===== src/rtl/stepdim_pkg.sv =====
package stepdim_pkg;

  typedef enum logic [1:0] {
    PCT_100 = 2'd0,
    PCT_70  = 2'd1,
    PCT_25  = 2'd2,
    PCT_5   = 2'd3
  } pct_e;

  function automatic pct_e pct_of(input logic [1:0] step);
    case (step)
      2'd0:    return PCT_100;
      2'd1:    return PCT_70;
      2'd2:    return PCT_25;
      default: return PCT_5;
    endcase
  endfunction

endpackage


===== src/rtl/stepdim_blank.sv =====
module stepdim_blank #(
  parameter int unsigned CYC = 25
) (
  input  logic clk,
  input  logic rst,
  input  logic line_low_i,
  input  logic supply_ok_i,
  input  logic armed_i,
  output logic qual_o
);
  localparam int unsigned W = (CYC > 2) ? $clog2(CYC) : 1;
  localparam logic [W-1:0] LAST = W'(CYC - 1);

  logic [W-1:0] cnt_q;
  logic         run;

  assign run    = line_low_i && supply_ok_i && armed_i;
  assign qual_o = run && (cnt_q == LAST);

  always_ff @(posedge clk) begin
    if (rst || !run || qual_o) cnt_q <= '0;
    else                       cnt_q <= cnt_q + 1'b1;
  end

  AST_QUAL_AFTER_LOW: assert property (@(posedge clk) disable iff (rst)
    qual_o |-> $past(line_low_i) && $past(supply_ok_i));

  AST_CNT_IN_RANGE: assert property (@(posedge clk) disable iff (rst)
    cnt_q <= LAST);

endmodule


===== src/rtl/stepdim_hold.sv =====
module stepdim_hold #(
  parameter int unsigned CYC = 3000
) (
  input  logic clk,
  input  logic rst,
  input  logic run_i,
  output logic expire_o
);
  localparam int unsigned W = (CYC > 2) ? $clog2(CYC) : 1;
  localparam logic [W-1:0] LAST = W'(CYC - 1);

  logic [W-1:0] cnt_q;

  assign expire_o = run_i && (cnt_q == LAST);

  always_ff @(posedge clk) begin
    if (rst || !run_i)      cnt_q <= '0;
    else if (cnt_q != LAST) cnt_q <= cnt_q + 1'b1;
  end

  AST_HOLD_SATURATES: assert property (@(posedge clk) disable iff (rst)
    expire_o && run_i |=> !run_i || expire_o);

endmodule


===== src/rtl/stepdim_state.sv =====
module stepdim_state
  import stepdim_pkg::*;
(
  input  logic       clk,
  input  logic       rst,
  input  logic       clr_i,
  input  logic       qual_i,
  input  logic       expire_i,
  input  logic       recover_i,
  input  logic       supply_ok_i,
  output logic [1:0] step_o,
  output pct_e       pct_o,
  output logic       fault_o,
  output logic       sw_en_o
);
  logic [1:0] step_d;
  logic       fault_d;

  always_comb begin
    step_d  = step_o;
    fault_d = fault_o;
    if (clr_i) begin
      step_d  = 2'd0;
      fault_d = 1'b0;
    end else if (qual_i) begin
      step_d  = step_o + 2'd1;
      fault_d = 1'b1;
    end else begin
      if (expire_i)             step_d  = 2'd0;
      if (fault_o && recover_i) fault_d = 1'b0;
    end
  end

  always_ff @(posedge clk) begin
    if (rst) begin
      step_o  <= 2'd0;
      pct_o   <= PCT_100;
      fault_o <= 1'b0;
      sw_en_o <= 1'b0;
    end else begin
      step_o  <= step_d;
      pct_o   <= pct_of(step_d);
      fault_o <= fault_d;
      sw_en_o <= supply_ok_i && !fault_d;
    end
  end

  AST_ONE_ADVANCE: assert property (@(posedge clk) disable iff (rst)
    qual_i && !clr_i |=> step_o == 2'($past(step_o) + 2'd1));

  AST_FAULT_HOLDS: assert property (@(posedge clk) disable iff (rst)
    fault_o && !recover_i && !clr_i |=> fault_o);

endmodule


===== src/rtl/stepdim_ctrl.sv =====
module stepdim_ctrl
  import stepdim_pkg::*;
#(
  parameter int unsigned CLK_HZ      = 100_000_000,
  parameter int unsigned BLANK_MS    = 25,
  parameter int unsigned STEP_RST_MS = 3000
) (
  input  logic       clk,
  input  logic       rst,
  input  logic       line_low,
  input  logic       line_high,
  input  logic       supply_ok,
  input  logic       supply_rst,
  output logic [1:0] step_idx,
  output logic [1:0] pct_code,
  output logic       bo_fault,
  output logic       sw_en
);
  localparam int unsigned TICKS_MS  = CLK_HZ / 1000;
  localparam int unsigned BLANK_CYC = TICKS_MS * BLANK_MS;
  localparam int unsigned RESET_CYC = TICKS_MS * STEP_RST_MS;

  logic qual;
  logic expire;
  pct_e pct;

  stepdim_blank #(.CYC(BLANK_CYC)) u_blank (
    .clk         (clk),
    .rst         (rst),
    .line_low_i  (line_low),
    .supply_ok_i (supply_ok),
    .armed_i     (!bo_fault),
    .qual_o      (qual)
  );

  stepdim_hold #(.CYC(RESET_CYC)) u_hold (
    .clk      (clk),
    .rst      (rst),
    .run_i    (bo_fault),
    .expire_o (expire)
  );

  stepdim_state u_state (
    .clk         (clk),
    .rst         (rst),
    .clr_i       (supply_rst),
    .qual_i      (qual),
    .expire_i    (expire),
    .recover_i   (line_high),
    .supply_ok_i (supply_ok),
    .step_o      (step_idx),
    .pct_o       (pct),
    .fault_o     (bo_fault),
    .sw_en_o     (sw_en)
  );

  assign pct_code = pct;

  AST_NO_SWITCH_IN_FAULT: assert property (@(posedge clk) disable iff (rst)
    bo_fault |-> !sw_en);

  AST_SUPPLY_RST_CLEARS: assert property (@(posedge clk) disable iff (rst)
    supply_rst |=> step_idx == 2'd0 && !bo_fault);

  AST_SUPPLY_LOSS_KEEPS: assert property (@(posedge clk) disable iff (rst)
    !supply_ok && !bo_fault && !supply_rst |=> $stable(step_idx));

  AST_PCT_TRACKS_STEP: assert property (@(posedge clk) disable iff (rst)
    pct_code == step_idx);

endmodule


===== config.mk =====
export PLATFORM = sky130hd
export DESIGN_NAME = stepdim_ctrl
export DESIGN_NICKNAME = d
export VERILOG_FILES = /design/src/rtl/stepdim_pkg.sv /design/src/rtl/stepdim_blank.sv /design/src/rtl/stepdim_hold.sv /design/src/rtl/stepdim_state.sv /design/src/rtl/stepdim_ctrl.sv
export SDC_FILE = /design/constraint.sdc
export NUM_CORES = 1
export LEC_CHECK = 0
export BUFFER_PORTS_ARGS = -buffer_cell sky130_fd_sc_hd__buf_2
export CAP_MARGIN = 10
export CORE_ASPECT_RATIO = 1.2
export CORE_UTILIZATION = 45
export DETAILED_ROUTE_END_ITERATION = 6
export PLACE_DENSITY = 0.66
export SLEW_MARGIN = 20
export SYNTH_ARGS = -nofsm -noshare
export SYNTH_HDL_FRONTEND = slang
export SYNTH_HIERARCHICAL = 1
export SYNTH_SLANG_ARGS = --single-unit

===== constraint.sdc =====
create_clock -name clk -period 1.9 [get_ports clk]
set_input_delay 0.095 -clock clk [delete_from_list [all_inputs] [get_ports clk]]
set_output_delay 0.095 -clock clk [all_outputs]
set_load 0.01 [all_outputs]

==> out/summary.txt <==
status -> completed
RR Startpoint -> u_hold/cnt_q[1]
Rows -> 30
CTS Root Cell -> clkbuf_8
top-area cell type share of the netlist area -> 41.75%
syn_nets -> 311
Routed Antenna Nets -> 0
Ports -> 12
port buffer count -> 11
Reg clk slew, reported paths -> 110 ps
register bit total from synthesis -> 56
WHS Path Cells -> 2
MaxCap Viol Count -> 0
Mapped Avg Cell Area -> 8.862 sq um
R2R Setup Slk -> 110 ps
total number of vias -> 2,251
fmax -> 559.5 MHz
setup TNS -> 0 ps
die width -> 72.52 um
relative slew slack -> 73.25%
fin worst setup slack -> 112.6 ps
ys async rst share -> 0%
Final period util -> 94.07%
area delta synth->final -> 16.68%
Post-Syn Area -> 2685 sq um
drt wl/cell -> 12.72 um
largest cells by area after synthesis -> dfxtp_1, xnor2_1, nor2_1, xor2_1, nor4_2
GRT overflow -> 0
worst slack at placement -> 80.83 ps
Hold Vio Cnt, Final -> 0
Slew Limit Fails -> 0
Skew-Pair Late Insertion Delay -> 320 ps
clock sink count -> 56
number of global-route vias before repair -> 2,094
total global-route track usage -> 17.97%
Vias/cell -> 5.347
Synth area leader -> dfxtp_1
largest net degree at the start of global routing -> 25
critical path required time -> 2120 ps
first-pass GRT wire length -> 8.983 mm
H-Tree Depth -> 2
die area -> 6281 sq um
ANT cells -> 0
Final min period -> 1787 ps
first-pass iteration count of the detailed router -> 4
EDFF count, synth -> 0
Initial Util -> 47.06%
leakage power -> 0.001037 uW
routed wire length -> 5.356 mm
Num CTS Buffers -> 5
TritonCTS clock tree -> built
WHS Endpoint -> u_state/fault_o
Seq/Total Area, Yosys -> 41.75%
ys flop type -> dfxtp_1
initial antenna violation count -> 0
total power -> 1893 uW
drt drc -> 0
pwr/cell area -> 604.1 nW/um^2
Syn Inst Count -> 303
most frequent cells after synthesis -> dfxtp_1, nor2_1, xnor2_1
layout cells sized above 1 -> 20.23%
crit path max fanout -> 4
critical path capture point type -> register
arrival time at the worst endpoint -> 2010 ps
Reg2Reg Depth -> 8
Nets -> 348
drt initial violations -> 116
count leader, synth -> dfxtp_1
DIE HEIGHT -> 86.62 um
core footprint -> 5705 sq um
GPL Wtd Cong -> 0.7664
synth unique cells -> 45
CTS Buffer Depth -> 2
Worst Skew -> 12.26 ps
RR Endpoint -> u_state/pct_o[1]
worst-margin pin slew -> 395.7 ps
Post-DP HPWL -> 3.666 mm
hold_sp -> rst
Worst Hold Class -> in -> reg
Final setup viols -> 0
critical path type -> reg -> reg
Worst VDD drop -> 472.6 uV
critical path startpoint category -> register
YS warnings -> 6
## cells in the final DEF (no fill, tap or decap), drive strengths merged, types with 5 or more instances in the layout
cell and count:
clkbuf 6, or4 7, dfxtp 56, nand2 18, o21ai 9, nand4 13, nor2 41, and3 5
buf 37, or3 9, nor4 12, nor3 16, inv 11, a21oi 15, nand3 18, xnor2 21
and4 6, xor2 12
## cells by family (layout without fill, tap and decap cells)
logic type      after synthesis  count (layout)  synth area share, %
simple gates                157             157                35.23
flops                        56              56                41.75
compound gates               33              33                6.989
xor+xnor                     33              33                10.76
buf+inv                      20              58                3.588
fa+ha+maj                     2               2               0.9318
mux                           2               2               0.7456
## registers in the layout (all words and copies together), names as in the netlist
name / count
u_blank/cnt_q: 22
u_hold/cnt_q: 29
u_state/step_o: 2
u_state/sw_en_o: 1
u_state/fault_o: 1
u_state/pct_o: 1
## critical path: stages, from the launching register on
cell	delay, ps
dfxtp_1	380
ha_1	180
and4_1	290
nand4_4	160
nor3_2	210
and2_1	180
nor3b_1	50
a21oi_1	160
nor3_1	70
## area by class of cell
type / instances / area [sq um]
Timing Repair Buffer: 40 / 287.8
Multi-Input combinational cell: 227 / 1489
Sequential cell: 56 / 1122
Tap cell: 80 / 100.1
Inverter: 10 / 37.54
Clock buffer: 5 / 68.82
Clock inverter: 3 / 27.53
Fill cell: 537 / 2572
## per-stage QoR
step	cell area [sq um]	util, %	instances	hold slack (ps)
after floorplan	2685	-	303	171.8
after global placement	2952	51.73	405	330.1
after detailed placement	2952	51.73	405	334.4
after CTS	3068	53.77	415	15.79
after global routing	3133	54.91	421	11.03
final	3133	54.91	421	29.82
## how the worst max path moves through the flow
stage | endpoint | from | slack (ps) | cells after the start
final | u_state/pct_o[1] | u_hold/cnt_q[1] | 110 | 8
after global routing | u_state/pct_o[1] | u_hold/cnt_q[1] | -50 | 8
after CTS | u_state/step_o[1] | u_hold/cnt_q[1] | 50 | 8
after detailed placement | u_state/step_o[1] | u_hold/cnt_q[1] | 80 | 8
after global placement | u_state/pct_o[1] | u_hold/cnt_q[1] | 90 | 8
after floorplan | u_blank/cnt_q[18] | u_blank/cnt_q[0] | 110 | 5
## routing by layer
metal,up-vias,wire length (um),global-route usage (%)
li1,1156,-,-
met1,1072,2429,20.42
met2,16,2751,33.22
met3,7,116,3.837
met4,0,60,5.348
met5,-,0,0
## timing repair
action,CTS,global route
hold buffers,2,0
buffers inserted,0,6
gates resized for setup,0,5
hold endpoints to repair,5,0
setup endpoints to repair,0,7
## power breakdown
part	switching, uW	internal [uW]	total [uW]
logic	14.8	14.5	29.3
clock network	416	272	687
registers	0.816	1180	1180
total	431	1460	1890
Note: power is estimated with default switching activity, not from simulation.
